`src/rtl/mac_pkg.sv`:
```
package mac_pkg;

  // Width of a signed sum of n products of aw-bit and bw-bit operands.
  function automatic int acc_width(input int aw, input int bw, input int n);
    return aw + bw + ((n > 1) ? $clog2(n) : 0);
  endfunction

  // Width able to hold the values 1..n.
  function automatic int count_width(input int n);
    return (n > 1) ? $clog2(n + 1) : 1;
  endfunction

endpackage

```
`src/rtl/mac_frame_counter.sv`:
```
module mac_frame_counter #(
  parameter int N_SAMPLES = 2,
  parameter int CNT_W     = 2
) (
  input  logic             clk,
  input  logic             rst,
  input  logic             sample_i,
  output logic             first_o,
  output logic             last_o,
  output logic [CNT_W-1:0] cnt_q,
  output logic             end_q
);

  localparam logic [CNT_W-1:0] LAST_POS = CNT_W'(N_SAMPLES);
  localparam logic [CNT_W-1:0] ONE_POS  = CNT_W'(1);

  logic             frame_open_q;
  logic [CNT_W-1:0] next_pos;

  assign next_pos = frame_open_q ? cnt_q + ONE_POS : ONE_POS;
  assign first_o  = !frame_open_q;
  assign last_o   = (next_pos == LAST_POS);

  always_ff @(posedge clk) begin
    if (rst) begin
      cnt_q        <= ONE_POS;
      frame_open_q <= 1'b0;
      end_q        <= 1'b0;
    end else if (sample_i) begin
      cnt_q        <= next_pos;
      frame_open_q <= !last_o;
      end_q        <= last_o;
    end else begin
      end_q <= 1'b0;
      if (!frame_open_q) cnt_q <= ONE_POS;
    end
  end

  AST_COUNT_RANGE: assert property (@(posedge clk) disable iff (rst)
    (cnt_q >= ONE_POS) && (cnt_q <= LAST_POS));

  AST_COUNT_STEP: assert property (@(posedge clk) disable iff (rst)
    (sample_i && frame_open_q) |=> (cnt_q == $past(cnt_q) + ONE_POS));

  AST_COUNT_FREEZE: assert property (@(posedge clk) disable iff (rst)
    (!sample_i && frame_open_q) |=> $stable(cnt_q));

  AST_RESTART_ONE: assert property (@(posedge clk) disable iff (rst)
    (end_q && !sample_i) |=> (cnt_q == ONE_POS));

  AST_END_AT_LAST: assert property (@(posedge clk) disable iff (rst)
    end_q |-> (cnt_q == LAST_POS));

endmodule

```
`src/rtl/mac_product.sv`:
```
module mac_product #(
  parameter int A_W = 16,
  parameter int B_W = 16,
  parameter int P_W = 32
) (
  input  logic [A_W-1:0]        a_i,
  input  logic [B_W-1:0]        b_i,
  output logic signed [P_W-1:0] prod_o
);

  logic signed [P_W-1:0] a_ext;
  logic signed [P_W-1:0] b_ext;

  assign a_ext  = P_W'($signed(a_i));
  assign b_ext  = P_W'($signed(b_i));
  assign prod_o = a_ext * b_ext;

endmodule

```
`src/rtl/mac_accum.sv`:
```
module mac_accum #(
  parameter int P_W   = 32,
  parameter int ACC_W = 33
) (
  input  logic                    clk,
  input  logic                    rst,
  input  logic                    sample_i,
  input  logic                    restart_i,
  input  logic signed [P_W-1:0]   prod_i,
  output logic signed [ACC_W-1:0] acc_q
);

  logic signed [ACC_W-1:0] prod_ext;
  logic signed [ACC_W-1:0] acc_next;

  assign prod_ext = ACC_W'(prod_i);
  assign acc_next = restart_i ? prod_ext : acc_q + prod_ext;

  always_ff @(posedge clk) begin
    if (rst)           acc_q <= '0;
    else if (sample_i) acc_q <= acc_next;
  end

  AST_HOLD_IDLE: assert property (@(posedge clk) disable iff (rst)
    !sample_i |=> $stable(acc_q));

  AST_FIRST_LOAD: assert property (@(posedge clk) disable iff (rst)
    (sample_i && restart_i) |=> (acc_q == $past(prod_ext)));

  AST_ADD_ON: assert property (@(posedge clk) disable iff (rst)
    (sample_i && !restart_i) |=> (acc_q == $past(acc_q) + $past(prod_ext)));

endmodule

```
`src/rtl/mac_count_stream.sv`:
```
module mac_count_stream
  import mac_pkg::*;
#(
  parameter int A_W       = 16,
  parameter int B_W       = 16,
  parameter int N_SAMPLES = 2,
  localparam int P_W      = A_W + B_W,
  localparam int ACC_W    = acc_width(A_W, B_W, N_SAMPLES),
  localparam int CNT_W    = count_width(N_SAMPLES)
) (
  input  logic                    clk,
  input  logic                    rst,
  input  logic                    valid_in,
  input  logic [A_W-1:0]          a_in,
  input  logic [B_W-1:0]          b_in,
  output logic signed [ACC_W-1:0] data_out,
  output logic                    valid_out,
  output logic                    end_out,
  output logic [CNT_W-1:0]        count_out
);

  logic                  sample_fire;
  logic                  frame_first;
  logic                  frame_last;
  logic signed [P_W-1:0] product;
  logic                  valid_q;

  assign sample_fire = valid_in;

  mac_frame_counter #(.N_SAMPLES(N_SAMPLES), .CNT_W(CNT_W)) u_counter (
    .clk      (clk),
    .rst      (rst),
    .sample_i (sample_fire),
    .first_o  (frame_first),
    .last_o   (frame_last),
    .cnt_q    (count_out),
    .end_q    (end_out)
  );

  mac_product #(.A_W(A_W), .B_W(B_W), .P_W(P_W)) u_product (
    .a_i    (a_in),
    .b_i    (b_in),
    .prod_o (product)
  );

  mac_accum #(.P_W(P_W), .ACC_W(ACC_W)) u_accum (
    .clk       (clk),
    .rst       (rst),
    .sample_i  (sample_fire),
    .restart_i (frame_first),
    .prod_i    (product),
    .acc_q     (data_out)
  );

  always_ff @(posedge clk) begin
    if (rst) valid_q <= 1'b0;
    else     valid_q <= sample_fire;
  end
  assign valid_out = valid_q;

  AST_VALID_DELAY: assert property (@(posedge clk) disable iff (rst)
    valid_out == $past(valid_in));

  AST_END_WITH_VALID: assert property (@(posedge clk) disable iff (rst)
    end_out |-> valid_out);

  AST_END_FROM_LAST: assert property (@(posedge clk) disable iff (rst)
    (sample_fire && frame_last) |=> end_out);

  AST_RESET_STATE: assert property (@(posedge clk)
    $past(rst) |-> (!valid_out && !end_out && data_out == '0));

endmodule

```
`config.mk`:
```
export PLATFORM = sky130hd
export DESIGN_NAME = mac_count_stream
export DESIGN_NICKNAME = d
export VERILOG_FILES = /design/src/rtl/mac_pkg.sv /design/src/rtl/mac_frame_counter.sv /design/src/rtl/mac_product.sv /design/src/rtl/mac_accum.sv /design/src/rtl/mac_count_stream.sv
export SDC_FILE = /design/constraint.sdc
export NUM_CORES = 1
export LEC_CHECK = 0
export BUFFER_PORTS_ARGS = -buffer_cell sky130_fd_sc_hd__buf_2
export CORE_UTILIZATION = 55
export DETAILED_ROUTE_END_ITERATION = 7
export PLACE_DENSITY = 0.76
export SKIP_LAST_GASP = 1
export SLEW_MARGIN = 15
export SYNTH_ARGS = -nofsm -noshare
export SYNTH_HDL_FRONTEND = slang
export SYNTH_HIERARCHICAL = 1
export SYNTH_SLANG_ARGS = --single-unit
```
`constraint.sdc`:
```
create_clock -name clk -period 8 [get_ports clk]
set_input_delay 0 -clock clk [delete_from_list [all_inputs] [get_ports clk]]
set_output_delay 0 -clock clk [all_outputs]
set_load 0.01 [all_outputs]
```
# After elaboration in Yosys (flattened, before gate mapping)
# Cells that the tools add are included.
[word_totals]
ff_bits = 38
in_bits = 35
out_inout_bits = 37
word_cells = 17
[op_classes]
n_addsub = 2
multipliers = 1
eq_ne = 2
n_mux = 4
bitwise_logic = 1
n_reduce_logical = 2
[op_table]
columns = ["cell", "n"]
rows = [
  ["adder 33 x 32 -> 33 bit", 1],
  ["two-way mux 33 bit", 1],
  ["multiplier 16 x 16 -> 32 bit", 1],
  ["two-way mux 2 bit", 3],
  ["adder 2 x 1 -> 2 bit, second input constant", 1],
  ["== test 2 bit, second input constant", 1],
  ["inequality test 2 bit, second input constant", 1],
  ["OR reduction 2 bit", 1],
  ["zero test 1 bit", 1],
  ["NOT 1 bit", 1],
]

# Depth between registers and ports, before layout
[logic_depth]
ltp_word = 4
mapped_depth = 31
ltp_nobuf = 29

# By module
# Netlist, hierarchy kept.
[by_module_without_submodules]
columns = ["mod", "n_inst", "cells_per_inst", "area_each_um2", "seq_area_each_um2"]
rows = [
  ["mac_product", 1, 1083, 9888.2, 0.0],
  ["mac_accum", 1, 411, 3175.5, 660.6],
  ["mac_frame_counter", 1, 15, 160.2, 80.1],
  ["mac_count_stream", 1, 2, 33.8, 20.0],
]

# Least setup slack after synthesis
# OpenSTA, ideal clock, no wires.
[synth_timing]
path_type = "input to register"
start = "input port a_in[15]"
end = "register u_accum.acc_q[32]"
setup_time_ns = 0.138
arrival_ns = 7.067
t_required_ns = 7.862
path_slack_ns = 0.795
stages = 26
path_buffers = 1
cell_sequence = "clkbuf_1 -> nand2_1 -> inv_1 -> fa_1 -> fa_1 -> fa_1 -> fa_1 -> fa_1 -> inv_1 -> fa_1 -> inv_1 -> ha_1 -> and3_1 -> and3_1 -> a221o_1 -> a31oi_4 -> nor4bb_1 -> or3_1 -> ha_1 -> nor2b_1 -> and3_1 -> a221oi_1 -> o21ai_1 -> a21oi_2 -> mux2i_1 -> a41oi_2"
[synth_between]
elab_chain_cells = 3
[synth_lines]
columns = ["element", "line", "rtl"]
rows = [
  ["start: declaration", "mac_count_stream.sv:14", "input logic [A_W-1:0] a_in,"],
  ["multiplier 16 x 16 -> 32 bit", "mac_product.sv:16", "assign prod_o = a_ext * b_ext;"],
  ["net product[28]", "mac_count_stream.sv:25", "logic signed [P_W-1:0] product;"],
  ["adder 33 x 32 -> 33 bit", "mac_accum.sv:17", "assign acc_next = restart_i ? prod_ext : acc_q + prod_ext;"],
  ["two-way mux 33 bit", "mac_accum.sv:17", ""],
  ["end signal: assignment", "mac_accum.sv:21", "else if (sample_i) acc_q <= acc_next;"],
  ["end: declaration", "mac_accum.sv:10", "output logic signed [ACC_W-1:0] acc_q"],
]
# The timed path passes the listed nets, and every way through them passes these cells.
# A chain may end at the register's enable or synchronous reset.

# Worst setup path in the final report
[layout_timing]
start = "input port b_in[1]"
end = "register u_accum.acc_q[32]"
[layout_between]
elab_chain_cells = 3
[layout_lines]
columns = ["element", "line", "rtl"]
rows = [
  ["start: declaration", "mac_count_stream.sv:15", "input logic [B_W-1:0] b_in,"],
  ["multiplier 16 x 16 -> 32 bit", "mac_product.sv:16", ""],
  ["net product[28]", "mac_count_stream.sv:25", ""],
  ["adder 33 x 32 -> 33 bit", "mac_accum.sv:17", ""],
  ["two-way mux 33 bit", "mac_accum.sv:17", ""],
]
# The timed path passes the listed nets, and every way through them passes these cells.

==> impl_metrics.env <==
export IMPL_io_pins=72
export IMPL_synth_area_leader_cell="fa_1"
export IMPL_ys_seq_area_share_pct=5.74
export IMPL_worst_slew_pin_slew_ns=0.914
export IMPL_layout_commonest_cell="inv_1"
export IMPL_antenna_found_initial=0
export IMPL_synth_area_leaders="fa_1 (40%), ha_1 (11%), inv_1 (8.4%)"
export IMPL_routedWlPerCell_um=16.0
export IMPL_start_kind="primary input"
export IMPL_htreeDepth=2
export IMPL_clkSlewWorstSetupHoldPaths_ns=0.06
export IMPL_grt_overflow=0
export IMPL_grt_max_degree=73
export IMPL_die_h_um=157
export IMPL_required_ns=8.13
export IMPL_setup_tns_ns=0
export IMPL_cts_tree="yes"
export IMPL_drc=0
export IMPL_syn2layout_area_growth_pct=5.86
export IMPL_path_class="in -> reg"
export IMPL_die_x_um=157
export IMPL_io_buffer_count=71
export IMPL_post_cts_repair_setup_buffers=0
export IMPL_synth_nets=1923
export IMPL_synth_top_cell_area_share_pct=39.7
export IMPL_viasPerCell=5.51
export IMPL_yosys_warnings=6
export IMPL_gp_congestion=0.891
export IMPL_finalHoldViolCount=0
export IMPL_detail_route_antenna_nets=0
export IMPL_worst_setup_path_end_kind="flop"
export IMPL_hold_buffers=0
export IMPL_ys_types=78
export IMPL_slew_viol_final=0
export IMPL_synth_edf_count=0
export IMPL_die_area_um2=24700
export IMPL_hpwlAfterDp_mm=24.6
export IMPL_finalCriticalPeriod_ns=7.46
export IMPL_diodes=0
export IMPL_crit_fanout=16
export IMPL_rows=56
export IMPL_numCtsBuffers=5
export IMPL_grt_pass1_wl_mm=51.1
export IMPL_grt_pass1_vias=10900
export IMPL_synth_avg_cell_area_um2=8.77
export IMPL_nets=1950
export IMPL_drt_initial_drc_count=569
export IMPL_drv_cap=0
export IMPL_syn_inst=1511
export IMPL_synth_area_um2=13300
export IMPL_rsz0062_at_grt="no"
export IMPL_fmax_ghz=0.134
export IMPL_crit_arrival_ns=7.59
export IMPL_dr_pass1_iters=7
export IMPL_outcome="complete, no violations"
export IMPL_grt_usage_pct=25.9
export IMPL_cts_root_buf="clkbuf_16"
export IMPL_slew_headroom_pct=38.7
export IMPL_async_flop_share_pct=0
export IMPL_floorplan_initialDensity_pct=56.3
export IMPL_period_share_pct=93.2
export IMPL_worstSkewPairLatency_ns=0.29
export IMPL_setup_viol=0
export IMPL_drive_above_1_share_pct=7.54
export IMPL_clock_path_buffers=2
export IMPL_cts_sinks=38
export IMPL_cts_resized=0
export IMPL_hp_class="in -> reg"
export IMPL_synth_flop_cell="dfxtp_1"
export IMPL_final_cell_mix="inv_1 (295), fa_1 (263), nand2_1 (169), and2_1 (126), ha_1 (114)"
export IMPL_routed_wirelength_mm=29.7
export IMPL_skew_ns=0.00417
export IMPL_vias=10200
export IMPL_yosys_register_bits=38
export IMPL_core_area_um2=23500
==> cell families (layout without fill, tap and decap cells) <==
group,after synthesis,in the layout,share of synthesized area (%)
AND/OR/NAND/NOR,449,449,16.6
flip-flops,38,38,5.74
adder cells (fa/ha/maj),377,377,50.5
AO/OA/AOI/OAI,226,226,12.5
multiplexers,15,15,1.14
XOR/XNOR,55,55,3.63
buffers and inverters,351,379,9.94
==> cells in the mapped netlist (4+ instances only) <==
| library cell | count |
|---|---|
| o211ai_1 | 12 |
| xnor2_1 | 37 |
| clkbuf_1 | 50 |
| inv_1 | 296 |
| a311oi_1 | 5 |
| and3_1 | 11 |
| a211oi_1 | 21 |
| xor2_1 | 18 |
| buf_1 | 5 |
| nor3_1 | 8 |
| a21oi_1 | 49 |
| nand2_1 | 169 |
| o21a_1 | 10 |
| o21bai_1 | 5 |
| o21ai_1 | 7 |
| o22ai_1 | 4 |
| fa_1 | 263 |
| nand3_1 | 11 |
| nand2b_1 | 6 |
| a21o_1 | 23 |
| ha_1 | 114 |
| nor2b_1 | 8 |
| mux2i_1 | 14 |
| o21ai_0 | 35 |
| and2_1 | 126 |
| a21boi_0 | 5 |
| dfxtp_1 | 38 |
| nor2_1 | 86 |
| nor3b_1 | 5 |
| a31oi_1 | 6 |
==> routing by layer <==
layer	GRT usage, %	up-vias	share of wire, %
met5	0	-	0
met4	6.20	0	1.9
met2	47.8	229	52
li1	-	4787	-
met1	32.8	5182	42
met3	2.15	39	3.5
==> registers in the layout, indices dropped and copies added (netlist names) <==
name	cells
u_accum/acc_q	33
valid_out	1
u_counter/cnt_q	2
u_counter/end_q	1
u_counter/frame_open_q	1
==> critical path, stage by stage <==
cell      delay [ns]
buf_2           0.28
nand2_1         0.15
inv_1           0.13
fa_1            0.55
fa_1            0.82
fa_1            0.51
fa_1            0.50
fa_1            0.49
inv_1           0.05
fa_1            0.47
inv_1           0.04
ha_1            0.31
and3_1          0.22
and3_1          0.24
a221o_1         0.35
a31oi_4         0.24
nor4bb_1        0.09
or3_1           0.41
ha_1            0.37
nor2b_1         0.17
and3_1          0.20
a221oi_1        0.25
o21ai_1         0.12
a21oi_2         0.21
mux2i_1         0.26
a41oi_2         0.13
==> cell type report <==
type	instances	area [um^2]
Multi-Input combinational cell	1122	11200
Fill cell	2141	9510
Inverter	296	1110
Sequential cell	38	761
Tap cell	319	399
Timing Repair Buffer	75	385
Clock buffer	6	139
Clock inverter	2	60.1
==> final timing paths <==
kind,from,end,slack (ns),depth (start not counted)
worst max-delay path,b_in[1],u_accum/acc_q[32],0.54,26
worst min-delay path,rst,valid_out,0.27,2
worst max register to register,u_accum/acc_q[0],u_accum/acc_q[32],4.77,11
worst min register to register,u_accum/acc_q[21],u_accum/acc_q[21],0.52,2
==> per-stage QoR <==
| step | hold slack [ns] | area, um^2 | utilization [%] | instances | setup WS [ns] |
|---|---|---|---|---|---|
| 2_1_floorplan | 0.0643 | 13300 | - | 1511 | 0.795 |
| 3_3_place_gp | 0.393 | 13800 | 58.8 | 1850 | 0.442 |
| 3_5_place_dp | 0.402 | 13800 | 58.8 | 1850 | 0.266 |
| 4_1_cts | 0.288 | 14000 | 59.6 | 1858 | 0.555 |
| 5_1_grt | 0.316 | 14000 | 59.6 | 1858 | 0.175 |
| 6_report | 0.270 | 14000 | 59.6 | 1858 | 0.543 |
Power is not shown: default switching activity piles up to over one toggle a cycle in this logic, so the estimate is an artifact.
